<file path="src/rtl/scard_pkg.sv">
package scard_pkg;

  typedef enum logic [2:0] {
    M_IDLE  = 3'd0,
    M_ACT   = 3'd1,
    M_READ  = 3'd2,
    M_WRITE = 3'd3,
    M_DEACT = 3'd4,
    M_FAULT = 3'd5
  } mode_e;

  // contact vector bit positions
  localparam int C_VCC  = 0;
  localparam int C_VPP  = 1;
  localparam int C_IO   = 2;
  localparam int C_CLK  = 3;
  localparam int C_RST  = 4;
  localparam int NCONT  = 5;

  // timer limit selection
  localparam logic [1:0] G_VCC_VPP = 2'd0;
  localparam logic [1:0] G_VPP_CLK = 2'd1;
  localparam logic [1:0] G_DEACT   = 2'd2;

endpackage

</file>
<file path="src/rtl/scard_gap_timer.sv">
module scard_gap_timer #(
  parameter int CW = 16
) (
  input  logic          clk,
  input  logic          rst_n,
  input  logic          restart,
  input  logic [CW-1:0] limit,
  output logic          done
);

  logic [CW-1:0] cnt_q;

  always_ff @(posedge clk or negedge rst_n) begin
    if (!rst_n)       cnt_q <= '0;
    else if (restart) cnt_q <= '0;
    else              cnt_q <= cnt_q + 1'b1;
  end

  assign done = (cnt_q == (limit - 1'b1));

endmodule

</file>
<file path="src/rtl/scard_ref_div.sv">
module scard_ref_div #(
  parameter int DIV_LOG2 = 1
) (
  input  logic clk,
  input  logic rst_n,
  output logic ref_clk
);

  logic [DIV_LOG2-1:0] div_q;

  always_ff @(posedge clk or negedge rst_n) begin
    if (!rst_n) div_q <= '0;
    else        div_q <= div_q + 1'b1;
  end

  assign ref_clk = div_q[DIV_LOG2-1];

endmodule

</file>
<file path="src/rtl/scard_seq_fsm.sv">
module scard_seq_fsm
  import scard_pkg::*;
(
  input  logic             clk,
  input  logic             rst_n,
  input  logic             sess_req_n,
  input  logic             host_io,
  input  logic             supply_ok,
  input  logic             alarm,
  input  logic             hw_fault,
  input  logic             dir_write,
  input  logic             timer_done,
  output logic             timer_restart,
  output logic [1:0]       gap_sel,
  output mode_e            mode,
  output logic [NCONT-1:0] contacts
);

  mode_e            state_q, state_d;
  logic [1:0]       step_q, step_d;
  logic             faulted_q, faulted_d;
  logic [NCONT-1:0] cont_q, cont_d;
  logic             supply_bad, abort, may_start;
  mode_e            dir_mode;

  assign supply_bad = !supply_ok || alarm;
  assign abort      = supply_bad || hw_fault || sess_req_n;
  assign may_start  = !sess_req_n && host_io && !supply_bad && !hw_fault;
  assign dir_mode   = dir_write ? M_WRITE : M_READ;

  always_comb begin
    state_d   = state_q;
    step_d    = step_q;
    faulted_d = faulted_q;
    cont_d    = cont_q;
    unique case (state_q)
      M_IDLE: begin
        if (may_start) begin
          state_d       = M_ACT;
          step_d        = 2'd0;
          cont_d[C_VCC] = 1'b1;
        end
      end
      M_ACT: begin
        if (abort) begin
          state_d       = M_DEACT;
          step_d        = 2'd0;
          cont_d[C_RST] = 1'b0;
          faulted_d     = hw_fault;
        end else if (timer_done) begin
          if (step_q == 2'd0) begin
            step_d        = 2'd1;
            cont_d[C_VPP] = 1'b1;
            cont_d[C_IO]  = 1'b1;
          end else begin
            state_d       = dir_mode;
            step_d        = 2'd0;
            cont_d[C_CLK] = 1'b1;
            cont_d[C_RST] = 1'b1;
          end
        end
      end
      M_READ, M_WRITE: begin
        if (abort) begin
          state_d       = M_DEACT;
          step_d        = 2'd0;
          cont_d[C_RST] = 1'b0;
          faulted_d     = hw_fault;
        end else begin
          state_d = dir_mode;
        end
      end
      M_DEACT: begin
        if (hw_fault) faulted_d = 1'b1;
        if (timer_done) begin
          unique case (step_q)
            2'd0: begin
              step_d        = 2'd1;
              cont_d[C_CLK] = 1'b0;
            end
            2'd1: begin
              step_d        = 2'd2;
              cont_d[C_VPP] = 1'b0;
              cont_d[C_IO]  = 1'b0;
            end
            default: begin
              step_d        = 2'd0;
              cont_d[C_VCC] = 1'b0;
              state_d       = faulted_d ? M_FAULT : M_IDLE;
            end
          endcase
        end
      end
      M_FAULT: begin
        if (sess_req_n && !hw_fault) begin
          state_d   = M_IDLE;
          faulted_d = 1'b0;
        end
      end
      default: begin
        state_d   = M_IDLE;
        step_d    = 2'd0;
        faulted_d = 1'b0;
        cont_d    = '0;
      end
    endcase
  end

  always_ff @(posedge clk or negedge rst_n) begin
    if (!rst_n) begin
      state_q   <= M_IDLE;
      step_q    <= 2'd0;
      faulted_q <= 1'b0;
      cont_q    <= '0;
    end else begin
      state_q   <= state_d;
      step_q    <= step_d;
      faulted_q <= faulted_d;
      cont_q    <= cont_d;
    end
  end

  assign timer_restart = (state_d != state_q) || (step_d != step_q);
  assign gap_sel = (state_q == M_ACT) ? ((step_q == 2'd0) ? G_VCC_VPP : G_VPP_CLK)
                                      : G_DEACT;
  assign mode     = state_q;
  assign contacts = cont_q;

endmodule

</file>
<file path="src/rtl/scard_sequencer.sv">
module scard_sequencer
  import scard_pkg::*;
#(
  parameter int CLK_HZ         = 10_000_000,
  parameter int VCC_VPP_US     = 16,
  parameter int VPP_CLK_US     = 64,
  parameter int DEACT_STEP_CYC = 20,
  parameter int REF_DIV_LOG2   = 1
) (
  input  logic       clk,
  input  logic       rst_n,
  input  logic       sess_req_n,
  input  logic       host_io,
  input  logic       card_present,
  input  logic       supply_ok,
  input  logic       alarm,
  input  logic       hw_fault,
  input  logic       dir_write,
  output logic       vcc_en,
  output logic       vpp_en,
  output logic       io_en,
  output logic       clk_en,
  output logic       rst_en,
  output logic       card_detect,
  output logic       no_fault,
  output logic [2:0] mode,
  output logic       ref_clk
);

  localparam int CYC_PER_US = CLK_HZ / 1_000_000;
  localparam int T1_RAW     = CYC_PER_US * VCC_VPP_US;
  localparam int T2_RAW     = CYC_PER_US * VPP_CLK_US;
  localparam int T1         = (T1_RAW < 1) ? 1 : T1_RAW;
  localparam int T2         = (T2_RAW < 1) ? 1 : T2_RAW;
  localparam int TD         = (DEACT_STEP_CYC < 1) ? 1 : DEACT_STEP_CYC;
  localparam int TMAX_A     = (T1 > T2) ? T1 : T2;
  localparam int TMAX       = (TMAX_A > TD) ? TMAX_A : TD;
  localparam int CW         = $clog2(TMAX + 1);

  logic             timer_restart, timer_done;
  logic [1:0]       gap_sel;
  logic [CW-1:0]    limit;
  mode_e            mode_int;
  logic [NCONT-1:0] contacts;

  always_comb begin
    unique case (gap_sel)
      G_VCC_VPP: limit = CW'(T1);
      G_VPP_CLK: limit = CW'(T2);
      default:   limit = CW'(TD);
    endcase
  end

  scard_gap_timer #(.CW(CW)) u_timer (
    .clk     (clk),
    .rst_n   (rst_n),
    .restart (timer_restart),
    .limit   (limit),
    .done    (timer_done)
  );

  scard_seq_fsm u_fsm (
    .clk           (clk),
    .rst_n         (rst_n),
    .sess_req_n    (sess_req_n),
    .host_io       (host_io),
    .supply_ok     (supply_ok),
    .alarm         (alarm),
    .hw_fault      (hw_fault),
    .dir_write     (dir_write),
    .timer_done    (timer_done),
    .timer_restart (timer_restart),
    .gap_sel       (gap_sel),
    .mode          (mode_int),
    .contacts      (contacts)
  );

  scard_ref_div #(.DIV_LOG2(REF_DIV_LOG2)) u_ref (
    .clk     (clk),
    .rst_n   (rst_n),
    .ref_clk (ref_clk)
  );

  assign vcc_en      = contacts[C_VCC];
  assign vpp_en      = contacts[C_VPP];
  assign io_en       = contacts[C_IO];
  assign clk_en      = contacts[C_CLK];
  assign rst_en      = contacts[C_RST];
  assign mode        = mode_int;
  assign card_detect = card_present;
  assign no_fault    = !hw_fault && (mode_int != M_FAULT);

endmodule

</file>
<file path="config.mk">
export PLATFORM = sky130hd
export DESIGN_NAME = scard_sequencer
export DESIGN_NICKNAME = d
export VERILOG_FILES = /design/src/rtl/scard_pkg.sv /design/src/rtl/scard_gap_timer.sv /design/src/rtl/scard_ref_div.sv /design/src/rtl/scard_seq_fsm.sv /design/src/rtl/scard_sequencer.sv
export SDC_FILE = /design/constraint.sdc
export NUM_CORES = 1
export LEC_CHECK = 0
export BUFFER_PORTS_ARGS = -buffer_cell sky130_fd_sc_hd__buf_4
export CAP_MARGIN = 10
export CORE_ASPECT_RATIO = 1.2
export CORE_MARGIN = 8
export CORE_UTILIZATION = 57
export CTS_BUF_LIST = sky130_fd_sc_hd__clkbuf_16
export CTS_CLUSTER_SIZE = 12
export DETAILED_ROUTE_END_ITERATION = 12
export PLACE_DENSITY = 0.77
export REMOVE_ABC_BUFFERS = 1
export SYNTH_ARGS = -nofsm -noshare
export SYNTH_HDL_FRONTEND = slang
export SYNTH_SLANG_ARGS = --single-unit
</file>
<file path="constraint.sdc">
create_clock -name clk -period 4.12 [get_ports clk]
set_input_delay 0.206 -clock clk [delete_from_list [all_inputs] [get_ports clk]]
set_output_delay 0.206 -clock clk [all_outputs]
set_load 0.05 [all_outputs]
</file>
# Word level (Yosys, flattened, before mapping)

Cells that the tools add are included.

Register bits after elaboration: 22
Bits in latches: 0
Bits in writable memories: 0
Memory bits (read-only): 0
Input bits: 9
Memories: 0

Add/subtract/negate cells: 3
Multiply operators: 0
Div/mod/pow operators: 0
Magnitude comparators: 0
Eq/ne operators: 25
Shift operators: 0
Muxes and demuxes: 42
Bitwise gates (word level): 4
Reduce and logical (&&, ||, !) cells: 27

Operator list:

| kind                                                                  | count |
|---|---|
| 3-bit 2-to-1 mux                                                      | 10 |
| 10-bit case mux with 2 select lines                                   | 1 |
| 2-bit 2-to-1 mux                                                      | 9 |
| 3-bit case mux with 5 select lines                                    | 1 |
| 1-bit 2-to-1 mux                                                      | 12 |
| 2-bit by 1-bit != test with 1-bit output (second input constant)      | 6 |
| 2-bit != test (second input constant)                                 | 6 |
| 6-bit AND reduction                                                   | 2 |
| 10-bit by 1-bit adder with 10-bit output (second input constant)      | 1 |
| 10-bit == test                                                        | 1 |
| 10-bit 2-to-1 mux                                                     | 1 |
| 2-bit case mux with 5 select lines                                    | 1 |
| 10-bit by 1-bit subtractor with 10-bit output (second input constant) | 1 |
| 3-bit case mux with 3 select lines                                    | 1 |
| 4-bit 2-to-1 mux                                                      | 2 |
| 4-bit AND reduction                                                   | 2 |
| 4-bit OR reduction                                                    | 2 |
| 3-bit by 2-bit == test with 1-bit output (second input constant)      | 2 |
| 3-bit == test (second input constant)                                 | 2 |
| 3-bit by 2-bit != test with 1-bit output (second input constant)      | 2 |
| 1-bit case mux with 3 select lines                                    | 2 |
| 3-bit OR reduction                                                    | 2 |
| 1-bit logical AND                                                     | 5 |
| 2-bit by 1-bit == test with 1-bit output (second input constant)      | 2 |
| 14 further kinds                                                      | 25 |

# Longest topological paths before layout

Gate-level depths: netlist (run 1).

Word-level depth: 13
Depth in mapped cells: 8
Gate-level depth less buffers: 6

# Cells and area by module

Synthesis (run 1) repeated with hierarchy kept, for this count alone.

Cells, all modules: 178
Area, all modules: 1508.9 µm²

Modules (own cells, without submodules):

| module          | instances | cells each | area each (µm²) |
|---|---|---|---|
| scard_gap_timer | 1         | 83         | 735.7 |
| scard_seq_fsm   | 1         | 85         | 705.7 |
| scard_sequencer | 1         | 8          | 38.8 |
| scard_ref_div   | 1         | 2          | 28.8 |

# Worst setup path after synthesis (run 1)

No wires, ideal clock.

Kind: register to register
Start point: register u_fsm.state_q[0] (netlist: u_fsm.mode[0])
End point: register u_timer.cnt_q[1]
Setup time: 0.151 ns
Data arrival time: 2.363 ns
Data required time: 3.969 ns
Path slack: 1.606 ns
Stages on the path, launching flop included: 8
Path buffers: 1
Period minus slack after synthesis: 2.514 ns
Cells stage by stage: dfrtp_1 > buf_6 > nor3b_4 > or4_4 > a221oi_2 > o2bb2ai_2 > mux2i_4 > nor3_1

Word-level cells in the longest chain between the ends: 12
Elaborated cells between the ends (all ways): 29
Classes of those cells: add/sub: 1; eq/ne: 9; mux: 15; reduce/logical: 4

RTL lines:

| element                                                                                  | line                                      | source |
|---|---|---|
| start, declared                                                                          | scard_seq_fsm.sv:19                       | `mode_e state_q, state_d;` |
| start signal, assigned                                                                   | scard_seq_fsm.sv:116                      | `state_q <= state_d;` |
| 3-bit by 1-bit == test with 1-bit output                                                 | scard_seq_fsm.sv:36, scard_seq_fsm.sv:124 |  |
| 2-bit 2-to-1 mux                                                                         | scard_seq_fsm.sv:124                      | `assign gap_sel = (state_q == M_ACT) ? ((step_q == 2'd0) ? G_VCC_VPP : G_VPP_CLK)` |
| 2-bit by 1-bit == test with 1-bit output or 2-bit logical NOT (tied branches)            | scard_sequencer.sv:47                     | `unique case (gap_sel)` |
| 10-bit case mux with 2 select lines                                                      | scard_sequencer.sv:47                     |  |
| 10-bit by 1-bit subtractor with 10-bit output                                            | scard_gap_timer.sv:19                     | `assign done = (cnt_q == (limit - 1'b1));` |
| 10-bit == test                                                                           | scard_gap_timer.sv:19                     |  |
| 3-bit 2-to-1 mux or 2-bit 2-to-1 mux (tied branches)                                     | scard_seq_fsm.sv:50                       | `end else if (timer_done) begin` |
| 3-bit 2-to-1 mux or 2-bit 2-to-1 mux (tied branches)                                     | scard_seq_fsm.sv:45                       | `if (abort) begin` |
| 3-bit case mux with 5 select lines or 2-bit case mux with 5 select lines (tied branches) | scard_seq_fsm.sv:36                       | `unique case (state_q)` |
| 3-bit != test or 2-bit != test (tied branches)                                           | scard_seq_fsm.sv:123                      | `assign timer_restart = (state_d != state_q) \|\| (step_d != step_q);` |
| 1-bit logical OR *                                                                       | scard_seq_fsm.sv:123                      |  |
| 10-bit 2-to-1 mux *                                                                      | scard_gap_timer.sv:15                     | `else if (restart) cnt_q <= '0;` |
| end signal, assigned                                                                     | scard_gap_timer.sv:16                     | `else cnt_q <= cnt_q + 1'b1;` |
| end, declared                                                                            | scard_gap_timer.sv:11                     | `logic [CW-1:0] cnt_q;` |

Mark *: on every way between the ends. The rest lies on a longest branch, timed or not.
A chain may end at the register's enable or synchronous reset.

# Worst setup path after layout (run 1)

Start point: register u_fsm.state_q[1] (netlist: u_fsm.mode[1])
End point: register u_timer.cnt_q[9]

Same word-level chain as after synthesis.

==> results.yml, run 1 <==
global_routing:
  grt_max_degree: 22
  grt_pass1_vias: 1061
  antenna_found_initial: 0
  track_usage: 0.154
  grt_pass1_wl_um: 5080
  grt_overflow: 0
timing:
  setup-violations-final: 0
  period_needed_ns: 3.02
  grt_setup_unrepaired: "false"
  finClkSkew_ns: 0.00491
  slew_violations: 0
  slew_headroom: 0.440
  fin_crit_sh: 0.734
  final.setup.tns_ns: 0
  timing.fmax_mhz: 331
  worstMarginPinSlew_ns: 0.840
  hold_viol: 0
logic_synthesis:
  async_reset_ff_frac: 1.00
  syn_area_mm2: 0.00135
  synth_commonest_cells: "21 x dfrtp_1, 13 x nand2_1, 12 x nor3_1"
  ys_seq_area_frac: 0.390
  synth_seq_cells: 21
  ys.flop_type: "dfrtp_1"
  synth_area_per_cell_um2: 9.36
  yosysWarnings: 0
  synth_area_leaders: "dfrtp_1 39%, nor3_1 4.5%, nand2_1 3.6%"
  synthCells: 144
  synth_cell_type_count: 48
  yosysMostFrequentCell: "dfrtp_1"
  synth_top_area_share: 0.390
  synth_edf_count: 0
  synth_top_cell_by_area: "dfrtp_1"
routing:
  drt_iter0_drc: 64
  met1_length_um: 1340
  dr.max_layer_used: "met4"
  drc_errors: 0
  avgViaCountPerCell: 6.32
  dr_total_vias: 1194
  wl_met3_um: 230
  wirelength_um: 3190
  wl_met2_um: 1590
  wl_per_cell_um: 16.9
  first_pass_iters: 5
  drtAntennaViolNets: 0
finish:
  fin_nets: 169
  areaGrowthSynthToFinish_pct: 15.5
  final_area_mm2: 0.00156
  drive_gt1_frac: 0.184
  fin_util: 0.689
  num_antenna_cells: 0
clock_tree:
  cts-resized-gates: 0
  clockBufferDepth: 2
  htreeDepth: 1
  postCtsSetupRepairBufs: 0
  cts_hold_buf: 1
  clk_latency_ns: 0.25
  clock_sinks: 21
  cts_buffers: 3
  cts_root_buf: "clkbuf_16"
  clk_pin_slew_worst_paths_ns: 0.05
  cts_tree: "done"
setup_path:
  path_max_fanout: 15
  cp_slowest_cell: "a221oi_2"
  endpoint_kind: "flip-flop"
  r2r-start: "u_fsm.mode[1]"
  cp_top_family: "compound AO/OA/AOI/OAI gates"
  worstPathArrival_ns: 3.12
  worst_path_largest_cell_delay_ns: 0.74
  crit_buf_inv: 0
  cp-startpoint: "u_fsm.mode[1]"
  critPathKind: "reg2reg"
  startpoint_type: "flip-flop"
  path_cells: "nor3b_4 > or4_4 > a221oi_2 > o32ai_1 > o32ai_2 > nor3_1"
  cp.required_ns: 4.22
placed_design:
  port_buffers: 17
  dp_hpwl_um: 2270
  gp_congestion: 0.877
  placed_area_mm2: 0.00147
die:
  fp.dieArea_mm2: 0.00418
  core-area_mm2: 0.00226
  die_w_um: 60.4
  start_util: 0.597
  fp-row-count: 19
  io-pin-count: 20
  die_y_um: 69.3
power:
  p_per_area_mw_per_mm2: 535
  peakVddDrop_v: 0.000405
  leakage_nw: 0.669
worst_hold_path:
  hold_class: "in2reg"
  holdCritStartpoint: "host_io"
run:
  drv_cap: 0
status:
  outcome: "finished clean"
==> area by class of cell <==
class	instances	area [um2]
Sequential cell	21	526
Fill cell	179	702
Clock buffer	3	75.1
Clock inverter	1	3.75
Inverter	2	7.51
Timing Repair Buffer	18	138
Tap cell	31	38.8
Multi-Input combinational cell	113	768
==> final timing paths <==
path,endpoint,slack [ns],cells after the start
setup reg to reg,u_timer.cnt_q[9],1.10,6
hold / removal,u_fsm.contacts[0],0.28,3
setup / recovery,u_timer.cnt_q[9],1.10,6
max in group asynchronous,u_fsm.mode[1],3.53,2
hold reg to reg,u_ref.ref_clk,0.42,1
min in group asynchronous,u_fsm.faulted_q,0.37,2
==> logic make-up (layout without fill, tap and decap cells) <==
logic type | after synthesis | count (layout) | share of synthesized area
compound gates | 35 | 35 | 0.189
simple gates | 68 | 68 | 0.303
buf+inv | 10 | 24 | 0.0399
flops | 21 | 21 | 0.390
xor+xnor | 8 | 8 | 0.0520
mux | 1 | 1 | 0.0167
fa+ha+maj | 1 | 1 | 0.00928
==> metal layers <==
layer | global-route usage | vias to the layer above
li1 | - | 570
met1 | 0.188 | 567
met2 | 0.256 | 51
met4 | 0.0426 | 0
met3 | 0.0334 | 6
met5 | 0 | -
==> cells in the final DEF (no fill, tap or decap), types with 5 or more instances in the layout <==
master	n
nor3_1	12
and3_1	5
a21oi_1	7
nand2_1	13
nand4_1	6
nor2b_1	6
o21ai_0	9
buf_4	17
nor2_1	6
dfrtp_1	21
==> through the flow <==
step	hold WS (ns)	power, mW	cells	setup WS [ns]
final	0.284	0.832	189	1.10
after detailed placement	0.106	0.628	184	1.12
after global routing	0.300	0.875	189	0.916
after CTS	0.289	0.834	189	1.12
after global placement	0.100	0.619	184	1.26
after floorplan	-0.0896	0.546	136	1.28
==> tightest hold or removal path: stages <==
cell and delay, ns:
buf_4 0.09, a31oi_1 0.06, o21ai_0 0.13
==> state kept, by name, summed over array words and instances, names as in the netlist <==
name,flops
u_ref.ref_clk,1
u_fsm.contacts,4
u_fsm.mode,3
u_timer.cnt_q,10
u_fsm.step_q,2
u_fsm.faulted_q,1
==> power breakdown <==
| part | internal [mW] | switching (mW) |
|---|---|---|
| Sequential | 0.250 | 0.0704 |
| Combinational | 0.134 | 0.179 |
| Clock | 0.129 | 0.0703 |
| Total | 0.513 | 0.320 |
Note: power is estimated with default switching activity, not from simulation.
==> inputs of run 2 (changes only) <==
--- a/config.mk
+++ b/config.mk
@@ -9,11 +9,11 @@
 export CAP_MARGIN = 10
 export CORE_ASPECT_RATIO = 1.2
 export CORE_MARGIN = 8
-export CORE_UTILIZATION = 57
+export CORE_UTILIZATION = 50
 export CTS_BUF_LIST = sky130_fd_sc_hd__clkbuf_16
 export CTS_CLUSTER_SIZE = 12
 export DETAILED_ROUTE_END_ITERATION = 12
-export PLACE_DENSITY = 0.77
+export PLACE_DENSITY = 0.71
 export REMOVE_ABC_BUFFERS = 1
 export SYNTH_ARGS = -nofsm -noshare
 export SYNTH_HDL_FRONTEND = slang
==> constraint.sdc (replaced) <==
create_clock -name clk -period 2.4 [get_ports clk]
set_input_delay 0.12 -clock clk [delete_from_list [all_inputs] [get_ports clk]]
set_output_delay 0.12 -clock clk [all_outputs]
set_load 0.05 [all_outputs]
==> run 2 against run 1 <==
Effect of this change:
- clock power rose by 77%
- global-route usage rose by 0.97 points
- total power rose by 86%
- worst setup slack got worse by 0.96 ns
- sequential power rose by 62%
- highest routed layer unchanged
==> results.yml, run 2 (same netlist as run 1, synthesis figures left out) <==
status:
  outcome: "finished clean"
timing:
  timing.final.ws_setup_ns: 0.136
  worstMarginPinSlew_ns: 0.553
  fin_crit_sh: 0.943
  slew_violations: 0
  hold_viol: 0
  timing.fmax_mhz: 442
  period_needed_ns: 2.26
  final.setup.tns_ns: 0
  grt_setup_unrepaired: "false"
  setup-violations-final: 0
  slew_headroom: 0.629
  finClkSkew_ns: 0.00118
placed_design:
  dp_slack_ns: 0.0349
  dp_hpwl_um: 2640
  port_buffers: 17
  dp_cells: 203
  placed_area_mm2: 0.00160
  gp_congestion: 0.943
routing:
  drtAntennaViolNets: 0
  drc_errors: 0
  wirelength_um: 3620
  wl_per_cell_um: 17.3
  avgViaCountPerCell: 6.22
  drt_iter0_drc: 76
  first_pass_iters: 4
  dr_total_vias: 1299
finish:
  final_common_cell: "buf_4"
  num_antenna_cells: 0
  fillers: 207
  areaGrowthSynthToFinish_pct: 28.2
  multi_input_area_um2: 788
  largest-register: "u_timer.cnt_q"
  mostFrequentLayoutCells: "34 x buf_4, 21 x dfrtp_1, 13 x nand2_1, 12 x nor3_1, 9 x o21ai_0"
  drive_gt1_frac: 0.278
  final_area_mm2: 0.00173
  regArea_um2: 526
  largest_reg_flops: 10
  final_cells: 209
  fin_util: 0.677
  fin_nets: 187
clock_tree:
  clk_pin_slew_worst_paths_ns: 0.06
  cts_tree: "done"
  cts_buffers: 3
  clockBufferDepth: 2
  clk_latency_ns: 0.25
  clock_sinks: 21
  htreeDepth: 1
  cts_root_buf: "clkbuf_16"
setup_path:
  r2r_setup_slack_ns: 0.14
  cp-startpoint: "u_fsm.mode[0]"
  endpoint: "u_timer.cnt_q[7]"
  path_max_fanout: 10
  cp.required_ns: 2.51
  worstPathArrival_ns: 2.37
  endpoint_kind: "flip-flop"
  r2r-end: "u_timer.cnt_q[7]"
  r2r-start: "u_fsm.mode[0]"
  rr_worst_depth: 8
  critPathKind: "reg2reg"
  startpoint_type: "flip-flop"
power:
  pwr-share-clk: 0.227
  seq_power_share: 0.335
  p_per_area_mw_per_mm2: 897
  p_int_mw: 0.954
  p_comb_frac: 0.437
  p_sw_frac: 0.384
  leakage_nw: 0.768
  power_switching_mw: 0.595
  peakVddDrop_v: 0.000585
die:
  fp.dieArea_mm2: 0.00462
  io-pin-count: 20
  fp-row-count: 20
  die_y_um: 72.9
  die_w_um: 63.4
  core-area_mm2: 0.00255
  start_util: 0.528
global_routing:
  grt_max_degree: 22
  grt_pass1_wl_um: 6270
  grt_overflow: 0
  track_usage: 0.163
  grt_pass1_vias: 1297
  antenna_found_initial: 0
run:
  drv_cap: 0
worst_hold_path:
  hold_class: "in2out"
-- run 2: area by class of cell --
class | count | area share
clock buffer | 3 | 0.0434
clock inverter | 1 | 0.00290
inverter | 2 | 0.00434
multi-input combinational | 113 | 0.456
sequential | 21 | 0.304
tap | 33 | 0.0239
timing repair buffer | 36 | 0.165
-- run 2: how the worst min path moves through the flow --
| stage | to | startpoint | slack, ns | cells after the start |
|---|---|---|---|---|
| final | card_detect | card_present | 0.24 | 0 |
| after CTS | card_detect | card_present | 0.24 | 0 |
| after floorplan | u_fsm.contacts[0] | rst_n | -0.18 | 0 |
| after global placement | u_fsm.contacts[3] | rst_n | 0.01 | 1 |
| after global routing | card_detect | card_present | 0.24 | 0 |
| after detailed placement | u_fsm.contacts[3] | rst_n | 0.02 | 1 |
-- run 2: worst max-delay path: stages, from the launching register on --
cell and delay (ns):
dfrtp_1 0.40, buf_4 0.16, nor2b_1 0.14, and3_1 0.19, a2111oi_1 0.54, o2bb2ai_2 0.20, mux2i_4 0.29, buf_12 0.15
nor3_1 0.06
-- run 2: repair_timing --
action / in CTS / in global routing
hold buffers: 1 / 0
buffers inserted: 0 / 1
resized for setup: 0 / 3
hold endpoints to repair: 21 / 0
endpoints found under the setup margin: 0 / 10
-- run 2: power by group through the flow --
stage                     Combinational (mW)  Sequential (mW)  Clock [mW]
after detailed placement               0.638            0.522           0
after floorplan                        0.344            0.593           0
after global routing                   0.751            0.532       0.363
after global placement                 0.624            0.517           0
after CTS                              0.646            0.517       0.355
final                                  0.678            0.520       0.352
-- run 2: per-stage QoR --
step | hold slack [ns] | power [mW]
after detailed placement | 0.0214 | 1.16
final | 0.240 | 1.55
after CTS | 0.240 | 1.52
after floorplan | -0.176 | 0.937
after global routing | 0.240 | 1.65
after global placement | 0.0124 | 1.14
-- run 2: per-layer routing --
layer,vias to the layer above,track usage,routed length (um)
met1,643,0.184,1510
met3,8,0.0369,210
met5,-,0,0
met2,41,0.287,1840
met4,0,0.0720,64
li1,607,-,-
==> inputs of run 3 (changes only) <==
--- a/config.mk
+++ b/config.mk
@@ -5,15 +5,17 @@
 export SDC_FILE = /design/constraint.sdc
 export NUM_CORES = 1
 export LEC_CHECK = 0
+export ABC_CLOCK_PERIOD_IN_PS = 2900
 export BUFFER_PORTS_ARGS = -buffer_cell sky130_fd_sc_hd__buf_4
 export CAP_MARGIN = 10
 export CORE_ASPECT_RATIO = 1.2
 export CORE_MARGIN = 8
-export CORE_UTILIZATION = 50
+export CORE_UTILIZATION = 57
 export CTS_BUF_LIST = sky130_fd_sc_hd__clkbuf_16
 export CTS_CLUSTER_SIZE = 12
 export DETAILED_ROUTE_END_ITERATION = 12
-export PLACE_DENSITY = 0.71
+export PLACE_DENSITY = 0.77
+export RECOVER_POWER = 50
 export REMOVE_ABC_BUFFERS = 1
 export SYNTH_ARGS = -nofsm -noshare
 export SYNTH_HDL_FRONTEND = slang
==> constraint.sdc (replaced) <==
create_clock -name clk -period 2.9 [get_ports clk]
set_input_delay 0.145 -clock clk [delete_from_list [all_inputs] [get_ports clk]]
set_output_delay 0.145 -clock clk [all_outputs]
set_load 0.05 [all_outputs]
==> run 3 against run 2 <==
Effect of this change:
- combinational power decreased by 29%
- wire length fell by 9.6%
- largest power group unchanged
- fmax fell by 11%
- flip-flop and latch count stayed put
- cell area fell by 8.6%
==> results.yml, run 3 (same netlist as run 1, synthesis figures left out) <==
status:
  outcome: "finished clean"
setup_path:
  path_max_fanout: 10
  startpoint_type: "flip-flop"
  cp_slowest_cell: "o32ai_2"
  cp.required_ns: 3.00
  endpoint_kind: "flip-flop"
  worst_path_largest_cell_delay_ns: 0.47
  worstPathArrival_ns: 2.64
  path_cells: "or2_1 > a2111o_1 > a221oi_2 > o32ai_1 > o32ai_2 > nor3_1"
  critPathKind: "reg2reg"
clock_tree:
  htreeDepth: 1
  cts_buffers: 3
  cts_root_buf: "clkbuf_16"
  clk_pin_slew_worst_paths_ns: 0.06
  postCtsSetupRepairBufs: 0
  clk_latency_ns: 0.26
  clock_sinks: 21
  cts_tree: "done"
  clockBufferDepth: 2
placed_design:
  port_buffers: 17
  dp_hpwl_um: 2420
  dp_slack_ns: 0.376
  gp_congestion: 0.931
timing:
  grt_setup_unrepaired: "false"
  slew_headroom: 0.233
  slew_violations: 0
  final.setup.tns_ns: 0
  timing.final.ws_setup_ns: 0.361
  timing.fmax_mhz: 394
  setup-violations-final: 0
  fin_crit_sh: 0.875
  finClkSkew_ns: 0.00430
  worstMarginPinSlew_ns: 1.15
  period_needed_ns: 2.54
  hold_viol: 0
power:
  p_comb_frac: 0.401
  p_int_mw: 0.736
  p_sw_frac: 0.386
  power_switching_mw: 0.464
  leakage_nw: 0.682
  pwr-share-clk: 0.240
  seq_power_share: 0.359
  peakVddDrop_v: 0.000579
  p_per_area_mw_per_mm2: 760
global_routing:
  grt_overflow: 0
  grt_pass1_wl_um: 5660
  track_usage: 0.170
  antenna_found_initial: 0
  grt_max_degree: 22
  grt_pass1_vias: 1212
finish:
  fillers: 185
  drive_gt1_frac: 0.184
  final_common_cell: "dfrtp_1"
  mostFrequentLayoutCells: "21 x dfrtp_1, 18 x buf_4, 13 x nand2_1, 12 x nor3_1, 9 x o21ai_0"
  regArea_um2: 526
  largest_reg_flops: 10
  areaGrowthSynthToFinish_pct: 17.2
  multi_input_area_um2: 768
  largest-register: "u_timer.cnt_q"
  num_antenna_cells: 0
  fin_nets: 174
die:
  die_y_um: 69.3
  fp.dieArea_mm2: 0.00418
  io-pin-count: 20
  die_w_um: 60.4
  core-area_mm2: 0.00226
  fp-row-count: 19
  start_util: 0.597
run:
  drv_cap: 0
routing:
  dr_total_vias: 1207
  drt_iter0_drc: 75
  drc_errors: 0
  wirelength_um: 3270
  wl_per_cell_um: 16.9
  first_pass_iters: 4
  drtAntennaViolNets: 0
  avgViaCountPerCell: 6.22
worst_hold_path:
  hold_class: "in2reg"
-- run 3: changes by cell type in the layout (fill, tap and decap cells not counted), sizes merged --
cell | before | now
clkbuf | 3 | 7
clkinv | 1 | 0
buf | 35 | 18
inv | 2 | 3
-- run 3: per-stage QoR --
step                total power [mW]  instance area, um2   util  hold slack (ns)  std cells
finish                          1.20                1580  0.699            0.230        194
global route                    1.28                1580  0.699            0.248        194
CTS                             1.21                1590  0.706            0.235        194
detailed placement             0.914                1510  0.666           0.0463        189
global placement               0.907                1510  0.666           0.0414        189
floorplan                      0.776                1300      -           -0.151        136
-- run 3: worst paths after layout --
check                      cells after the start  slack [ns]                 to       startpoint
max                                            6        0.36   u_timer.cnt_q[2]  u_fsm.step_q[1]
min                                            3        0.23  u_fsm.contacts[0]          host_io
max reg2reg                                    6        0.36   u_timer.cnt_q[2]  u_fsm.step_q[1]
min reg2reg                                    1        0.41      u_ref.ref_clk    u_ref.ref_clk
max in group asynchronous                      2        1.57   u_timer.cnt_q[7]            rst_n
min in group asynchronous                      2        0.64    u_fsm.faulted_q            rst_n
-- run 3: layer usage --
metal,vias up,routed length [um],global-route usage
met5,-,0,0
met4,0,71,0.0665
met3,6,209,0.0371
met2,37,1650,0.293
met1,588,1340,0.192
li1,576,-,-
-- run 3: area by class of cell --
cell class / count / share of cell area
flip-flops and latches: 21 / 0.333
clock buffers: 3 / 0.0475
inverters: 2 / 0.00475
multi-input cells: 113 / 0.487
well taps: 31 / 0.0246
clock inverters: 1 / 0.00238
repair buffers: 23 / 0.101
-- run 3: power groups by stage --
stage	Clock, mW	Sequential, mW	Combinational (mW)
floorplan	0	0.491	0.285
global placement	0	0.428	0.479
detailed placement	0	0.432	0.482
CTS	0.292	0.429	0.488
global route	0.308	0.439	0.530
finish	0.288	0.430	0.482
-- run 3: worst max-delay path, delay by kind of cell, from the launching register on --
family / cells / cell delay [ns]
AO/OA/AOI/OAI: 4 / 1.52
flip-flops: 1 / 0.45
AND/OR/NAND/NOR: 2 / 0.42
-- run 3: what timing repair did --
| action | 4_1_cts | 5_1_grt |
|---|---|---|
| hold buffers | 1 | 0 |
| hold endpoints to repair | 21 | 0 |
| gates resized for setup | 0 | 0 |
